**src/rtl/qdac_pkg.sv**
```systemverilog
package qdac_pkg;

    localparam int CHANNELS    = 4;
    localparam int CODE_W      = 12;
    localparam int BUS_W       = 8;
    localparam int LO_W        = 8;
    localparam int HI_W        = CODE_W - LO_W;
    localparam int CH_W        = $clog2(CHANNELS);
    localparam int ADDR_W      = CH_W + 1;
    localparam int SYNC_STAGES = 2;
    localparam int STROBES     = 3;

    typedef logic [CODE_W-1:0] code_t;

    localparam code_t STAGE_CLEAR = '0;
    localparam code_t OUT_CLEAR   = code_t'(1) << (CODE_W - 1);

    typedef struct packed {
        logic [CH_W-1:0]  chan;
        logic             upper;
        logic [BUS_W-1:0] data;
    } wr_req_t;

    function automatic code_t merge_piece(code_t cur, logic upper, logic [BUS_W-1:0] d);
        code_t res;
        res = cur;
        if (upper) res[CODE_W-1:LO_W] = d[HI_W-1:0];
        else       res[LO_W-1:0]      = d[LO_W-1:0];
        return res;
    endfunction

endpackage

```
**src/rtl/qdac_sync.sv**
```systemverilog
module qdac_sync #(
    parameter int              WIDTH   = 3,
    parameter int              STAGES  = 2,
    parameter logic [WIDTH-1:0] RST_VAL = '1
) (
    input  logic             clk,
    input  logic             rst,
    input  logic [WIDTH-1:0] d,
    output logic [WIDTH-1:0] q
);
    logic [WIDTH-1:0] pipe [STAGES];

    always_ff @(posedge clk) begin
        if (rst) begin
            for (int i = 0; i < STAGES; i++) pipe[i] <= RST_VAL;
        end else begin
            pipe[0] <= d;
            for (int i = 1; i < STAGES; i++) pipe[i] <= pipe[i-1];
        end
    end

    assign q = pipe[STAGES-1];
endmodule

```
**src/rtl/qdac_ctrl.sv**
```systemverilog
module qdac_ctrl
    import qdac_pkg::*;
(
    input  logic              clk,
    input  logic              rst,
    input  logic              wr_n,
    input  logic              le_n,
    input  logic              clr_n,
    input  logic [ADDR_W-1:0] addr,
    input  logic [BUS_W-1:0]  data,
    output wr_req_t           req,
    output logic              req_fire,
    output logic              xfer_open,
    output logic              clear
);
    logic [STROBES-1:0] synced;
    logic wr_s_n, le_s_n, clr_s_n;
    logic wr_prev_n, le_prev_n;
    wr_req_t held;

    qdac_sync #(
        .WIDTH  (STROBES),
        .STAGES (SYNC_STAGES),
        .RST_VAL('1)
    ) strobe_sync_i (
        .clk(clk),
        .rst(rst),
        .d  ({clr_n, le_n, wr_n}),
        .q  (synced)
    );

    assign {clr_s_n, le_s_n, wr_s_n} = synced;

    always_ff @(posedge clk) begin
        if (rst) begin
            wr_prev_n <= 1'b1;
            le_prev_n <= 1'b1;
            held      <= '0;
        end else begin
            wr_prev_n <= wr_s_n;
            le_prev_n <= le_s_n;
            if (!wr_s_n)
                held <= '{chan: addr[ADDR_W-1:1], upper: addr[0], data: data};
        end
    end

    assign req       = held;
    assign req_fire  = wr_s_n & ~wr_prev_n;
    assign xfer_open = ~le_s_n | ~le_prev_n;
    assign clear     = ~clr_s_n;
endmodule

```
**src/rtl/qdac_stage_bank.sv**
```systemverilog
module qdac_stage_bank
    import qdac_pkg::*;
(
    input  logic                   clk,
    input  logic                   rst,
    input  logic                   clear,
    input  wr_req_t                req,
    input  logic                   req_fire,
    output code_t [CHANNELS-1:0]   stage_next
);
    code_t [CHANNELS-1:0] stage_q;

    for (genvar g = 0; g < CHANNELS; g++) begin : g_chan
        logic hit;
        assign hit = req_fire && (req.chan == CH_W'(g));
        assign stage_next[g] = hit ? merge_piece(stage_q[g], req.upper, req.data)
                                   : stage_q[g];

        always_ff @(posedge clk) begin
            if (rst || clear) stage_q[g] <= STAGE_CLEAR;
            else              stage_q[g] <= stage_next[g];
        end
    end
endmodule

```
**src/rtl/qdac_out_latch.sv**
```systemverilog
module qdac_out_latch
    import qdac_pkg::*;
(
    input  logic                 clk,
    input  logic                 rst,
    input  logic                 clear,
    input  logic                 xfer_open,
    input  code_t [CHANNELS-1:0] stage_next,
    output code_t [CHANNELS-1:0] out_q
);
    for (genvar g = 0; g < CHANNELS; g++) begin : g_chan
        always_ff @(posedge clk) begin
            if (rst || clear)   out_q[g] <= OUT_CLEAR;
            else if (xfer_open) out_q[g] <= stage_next[g];
        end
    end
endmodule

```
**src/rtl/quad_dac_frontend.sv**
```systemverilog
module quad_dac_frontend
    import qdac_pkg::*;
(
    input  logic                       clk,
    input  logic                       rst,
    input  logic                       wr_n,
    input  logic                       le_n,
    input  logic                       clr_n,
    input  logic [ADDR_W-1:0]          addr,
    input  logic [BUS_W-1:0]           data,
    output logic [CHANNELS*CODE_W-1:0] dac_code
);
    wr_req_t              req;
    logic                 req_fire;
    logic                 xfer_open;
    logic                 clear;
    code_t [CHANNELS-1:0] stage_next;
    code_t [CHANNELS-1:0] out_q;

    qdac_ctrl ctrl_i (
        .clk      (clk),
        .rst      (rst),
        .wr_n     (wr_n),
        .le_n     (le_n),
        .clr_n    (clr_n),
        .addr     (addr),
        .data     (data),
        .req      (req),
        .req_fire (req_fire),
        .xfer_open(xfer_open),
        .clear    (clear)
    );

    qdac_stage_bank bank_i (
        .clk       (clk),
        .rst       (rst),
        .clear     (clear),
        .req       (req),
        .req_fire  (req_fire),
        .stage_next(stage_next)
    );

    qdac_out_latch latch_i (
        .clk       (clk),
        .rst       (rst),
        .clear     (clear),
        .xfer_open (xfer_open),
        .stage_next(stage_next),
        .out_q     (out_q)
    );

    for (genvar g = 0; g < CHANNELS; g++) begin : g_out
        assign dac_code[g*CODE_W +: CODE_W] = out_q[g];
    end
endmodule

```
**config.mk**
```make
export PLATFORM = sky130hd
export DESIGN_NAME = quad_dac_frontend
export DESIGN_NICKNAME = d
export VERILOG_FILES = /design/src/rtl/qdac_pkg.sv /design/src/rtl/qdac_sync.sv /design/src/rtl/qdac_ctrl.sv /design/src/rtl/qdac_stage_bank.sv /design/src/rtl/qdac_out_latch.sv /design/src/rtl/quad_dac_frontend.sv
export SDC_FILE = /design/constraint.sdc
export NUM_CORES = 1
export LEC_CHECK = 0
export BUFFER_PORTS_ARGS = -buffer_cell sky130_fd_sc_hd__buf_4
export CAP_MARGIN = 10
export CELL_PAD_IN_SITES_DETAIL_PLACEMENT = 1
export CELL_PAD_IN_SITES_GLOBAL_PLACEMENT = 1
export CORE_MARGIN = 10
export CORE_UTILIZATION = 45
export CTS_BUF_LIST = sky130_fd_sc_hd__clkbuf_8
export DETAILED_ROUTE_END_ITERATION = 10
export GPL_TIMING_DRIVEN = 0
export PLACE_DENSITY_LB_ADDON = 0.15
export SLEW_MARGIN = 10
export SYNTH_ARGS = -nofsm -noshare
export SYNTH_HDL_FRONTEND = slang
export SYNTH_SLANG_ARGS = --single-unit
```
**constraint.sdc**
```tcl
create_clock -name clk -period 1.78 [get_ports clk]
set_input_delay 0.089 -clock clk [delete_from_list [all_inputs] [get_ports clk]]
set_output_delay 0.089 -clock clk [all_outputs]
set_load 0.01 [all_outputs]
```
# == After elaboration in Yosys (flattened, before gate mapping) ==
# Memory sizes are Yosys's and may differ from the RTL's.
# Cells that the tools add are included.
# Widths: inputs -> output; s select.
# word_totals
reg_bits,109
ramBits,6
inputBits,16
out_inout_bits,48
elab_cells,48
memories,1
# op_classes
n_eq_ne,3
n_mux,17
bitwise_logic,8
reduce_logical,6
# memory_table
name,depth,width,read_ports,rd_clocked_by_memory_dff,write_ports,line_no,rtl
ctrl_i.strobe_sync_i.pipe,2,3,2,0,2,qdac_sync.sv:11,logic [WIDTH-1:0] pipe [STAGES];
# op_table
cell,n
$mux 12,4
$mux 8,4
$mux 4,4
$mux 3,2
$eq 2x2->1 const B,2
$logic_and 1x1->1,4
$not 1->1,4
$mux 1,3
$or 1x1->1,3
$eq 2x1->1 const B,1
$logic_not 2->1,1
$and 1x1->1,1
$logic_or 1x1->1,1

# == Logic depth before layout (Yosys ltp) ==
# depth
ltp_word,4
ltp_mapped,5
depth_no_buf,3

# == Cells and area by module ==
# A second synthesis with hierarchy kept.
# hier_totals
cells_unflattened,453
area_unflattened_um2,5134.9
# by_module_without_submodules
module,n_inst,cells_each,area_per_inst_um2,seq_area_each_um2
qdac_stage_bank,1,238,2715.1,960.9
qdac_out_latch,1,157,1770.4,960.9
qdac_ctrl,1,43,469.2,260.2
qdac_sync,1,15,180.2,120.1

# == Worst setup path after synthesis ==
# Ideal clock, no wire load.
# synth_timing
kind,register to register
start,reg ctrl_i.held (netlist bit ctrl_i.req[8])
end,reg latch_i.out_q[41] in the netlist's numbering
setup_time_ns,0.136
t_arrival_ns,1.208
required_time_ns,1.644
path_slack_ns,0.436
path_stages_with_launch,6
path_buffers,2
synth_period_minus_slack_ns,1.344
path_cell_list,dfxtp_1 or3b_1 buf_6 buf_6 o21ai_2 a31oi_1
# synth_via
elab_chain_len,2
# synth_rtl
element,line_no,rtl
"start, declared",qdac_ctrl.sv:19,wr_req_t held;
"start signal, assigned",qdac_ctrl.sv:43,"held <= '{chan: addr[ADDR_W-1:1], upper: addr[0], data: data};"
$mux 8,qdac_pkg.sv:27,if (upper) res[CODE_W-1:LO_W] = d[HI_W-1:0];
$mux 12,qdac_stage_bank.sv:16,"assign stage_next[g] = hit ? merge_piece(stage_q[g], req.upper, req.data)"
"end signal, assigned by index",qdac_out_latch.sv:14,else if (xfer_open) out_q[g] <= stage_next[g];
"end, declared",qdac_out_latch.sv:9,output code_t [CHANNELS-1:0] out_q
# No other way between the ends.
# A chain may end at the register's enable or synchronous reset.

==> results_dict.tcl <==
set metrics [dict create \
    outcome "finished clean" \
    antenna_cells 0 \
    synth_ff_type "dfxtp_1" \
    synthDistinctLibCells 31 \
    synth.top_cell.area_share_pct 51.4 \
    drc 0 \
    routed-via-count 4205 \
    ff2ff_path_depth 4 \
    post-route-util_pct 57.5 \
    synthArstFlopShare_pct 0 \
    syn_to_final_growth_pct 24.8 \
    start_kind "flip-flop" \
    antenna_found_initial 0 \
    synth_top_area_cell "dfxtp_1" \
    hold_viol 0 \
    drt_first_pass_iters 5 \
    port_buffers 63 \
    leakagePower_nw 2.13 \
    crit_type "reg2reg" \
    slew_headroom_pct 53.4 \
    drtIter0Drc 287 \
    fin_skew_ns 0.0149 \
    end_kind "flip-flop" \
    viasPerCell 5.71 \
    syn-num-nets 511 \
    synth_warnings 0 \
    drt_wl_total_um 14400 \
    root_buffer "clkbuf_8" \
    p_per_area_nw_per_um2 945 \
    layout_min_cycle_time_ns 1.64 \
    period_share_pct 91.9 \
    yosysSeqAreaShare_pct 51.4 \
    cts.path.max_buffers 2 \
    die_h_um 120 \
    grt_max_degree 17 \
    fmax_mhz 611 \
    syn_inst 495 \
    critPathArrivalTime_ns 1.93 \
    io_pins 64 \
    die_w_um 120 \
    dieArea_um2 14300 \
    setup_viol 0 \
    start_util_pct 46.1 \
    clkLatencyLatePin_ns 0.45 \
    synth_area_leaders "dfxtp_1 (51%), a211oi_1 (8.0%), o21ai_0 (7.6%)" \
    wl_per_cell_um 19.6 \
    cts_tree "done" \
    grt_setup_unrepaired "no" \
    grt_usage_pct 20.3 \
    coreArea_um2 9730 \
    final_nets 607 \
    ir_drop_mv 0.407 \
    placed_area_um2 5120 \
    min_path_type "in2reg" \
    grt_pass1_wl_um 23200 \
    rows 36 \
    numCtsBuffers 17 \
    avgSynthCellArea_um2 9.05 \
    hold_depth 4 \
    synth-seq-cells 115 \
    path_clk_slew_ns 0.06 \
    synth_area_um2 4480 \
    drtAntennaViolNets 0 \
    slew_violations 0 \
    dpl.hpwl_um 10200 \
    drv_cap 0 \
    cts.sinks 115 \
    synth_edf_count 0 \
    gr-total-overflow 0 \
    grt_pass1_vias 4368 \
    critical_path_required_ns 2.07 \
    place_congestion 0.833 \
    htreeDepth 4 \
    cp_max_fo 10 \
    drive_above_1_share_pct 22.2 \
    final_area_um2 5590 \
    worst_pin_slew_ns 0.696 \
]
## state kept, by name, indices dropped and copies added (netlist names)
| name | flops |
|---|---|
| ctrl_i.wr_prev_n | 1 |
| latch_i.out_q | 48 |
| bank_i.stage_q | 48 |
| ctrl_i.req | 11 |
| ctrl_i.le_prev_n | 1 |
| ctrl_i.strobe_sync_i.pipe | 6 |
## stage by stage
step / setup slack [ns] / power, mW / hold slack, ns / TNS (ns) / cells
2_1_floorplan: 0.436 / 3.02 / 0.193 / 0 / 495
3_3_place_gp: -0.0622 / 3.25 / 0.273 / -0.472 / 691
3_5_place_dp: -0.109 / 3.27 / 0.278 / -1.29 / 691
4_1_cts: 0.0735 / 5.30 / 0.0483 / 0 / 736
5_1_grt: 0.0523 / 5.49 / 0.0212 / 0 / 736
6_report: 0.145 / 5.28 / 0.0246 / 0 / 736
## worst max-delay path, stage by stage (launching register included)
cell,delay (ns)
dfxtp_1,0.46
buf_4,0.23
or3b_1,0.47
nor2_1,0.21
a211oi_1,0.10
## timing repair
action	CTS	global route
endpoints found under the hold margin	14	0
hold buffers	14	0
endpoints found under the setup margin	40	15
setup buffers	0	0
resized for setup	1	5
pin swaps	0	0
## final cells by class
cell class,instances,area [um^2]
Fill cell,1174,4140
Multi-Input combinational cell,328,1930
Sequential cell,115,2300
Buffer,52,263
Clock inverter,14,86.3
Timing Repair Buffer,77,613
Clock buffer,17,234
Tap cell,133,166
## cell usage after synthesis (6+ instances only)
| master | instances |
|---|---|
| a211oi_1 | 48 |
| a21oi_1 | 49 |
| a31oi_1 | 24 |
| buf_2 | 16 |
| clkbuf_1 | 28 |
| dfxtp_1 | 115 |
| mux2i_1 | 10 |
| nand3_1 | 49 |
| nor2_1 | 20 |
| o21ai_0 | 68 |
| o21ai_1 | 18 |
| o21ai_2 | 6 |
| or2_2 | 8 |
## power breakdown
group / switching, mW / total, mW / internal, mW
Combinational: 0.318 / 0.535 / 0.216
Clock: 1.00 / 2.04 / 1.04
Sequential: 0.0488 / 2.70 / 2.66
Total: 1.37 / 5.28 / 3.91
## placed cells by master, fill, tap and decap left out, types with 6 or more instances in the layout
master         instances
dfxtp_1              115
o21ai_0               68
buf_4                 67
nand3_1               49
a21oi_1               49
a211oi_1              48
clkbuf_1              26
a31oi_1               24
nor2_1                20
o21ai_1               18
clkbuf_8              17
buf_2                 16
dlygate4sd3_1         14
mux2i_1               10
or2_2                  8
inv_1                  7
o21ai_2                6
clkinv_2               6
## cell families (layout without fill, tap and decap cells)
group,after synthesis,after routing,synth area share (%)
buffers and inverters,52,160,5.81
AOI/OAI and AO/OA,213,213,27.6
DFF,115,115,51.4
and+or+nand+nor,105,105,12.9
muxes,10,10,2.23
## final timing paths
kind	start	endpoint	slack [ns]
hold reg to reg	ctrl_i.strobe_sync_i.pipe[0][1]$_SDFF_PP1_	ctrl_i.strobe_sync_i.pipe[0][4]$_SDFF_PP1_	0.41
setup / recovery	ctrl_i.strobe_sync_i.pipe[0][3]$_SDFF_PP1_	latch_i.out_q[10]$_SDFFE_PP0P_	0.14
setup reg to reg	ctrl_i.strobe_sync_i.pipe[0][3]$_SDFF_PP1_	latch_i.out_q[10]$_SDFFE_PP0P_	0.14
hold / removal	rst	latch_i.out_q[33]$_SDFFE_PP0P_	0.02
## metal layers
layer  global-route usage (%)  wire, um
met4                     6.86       303
met2                     32.5      6740
met1                     25.3      6490
met3                     6.47       879
met5                        0         0
Power figures use the tool's default switching activity.
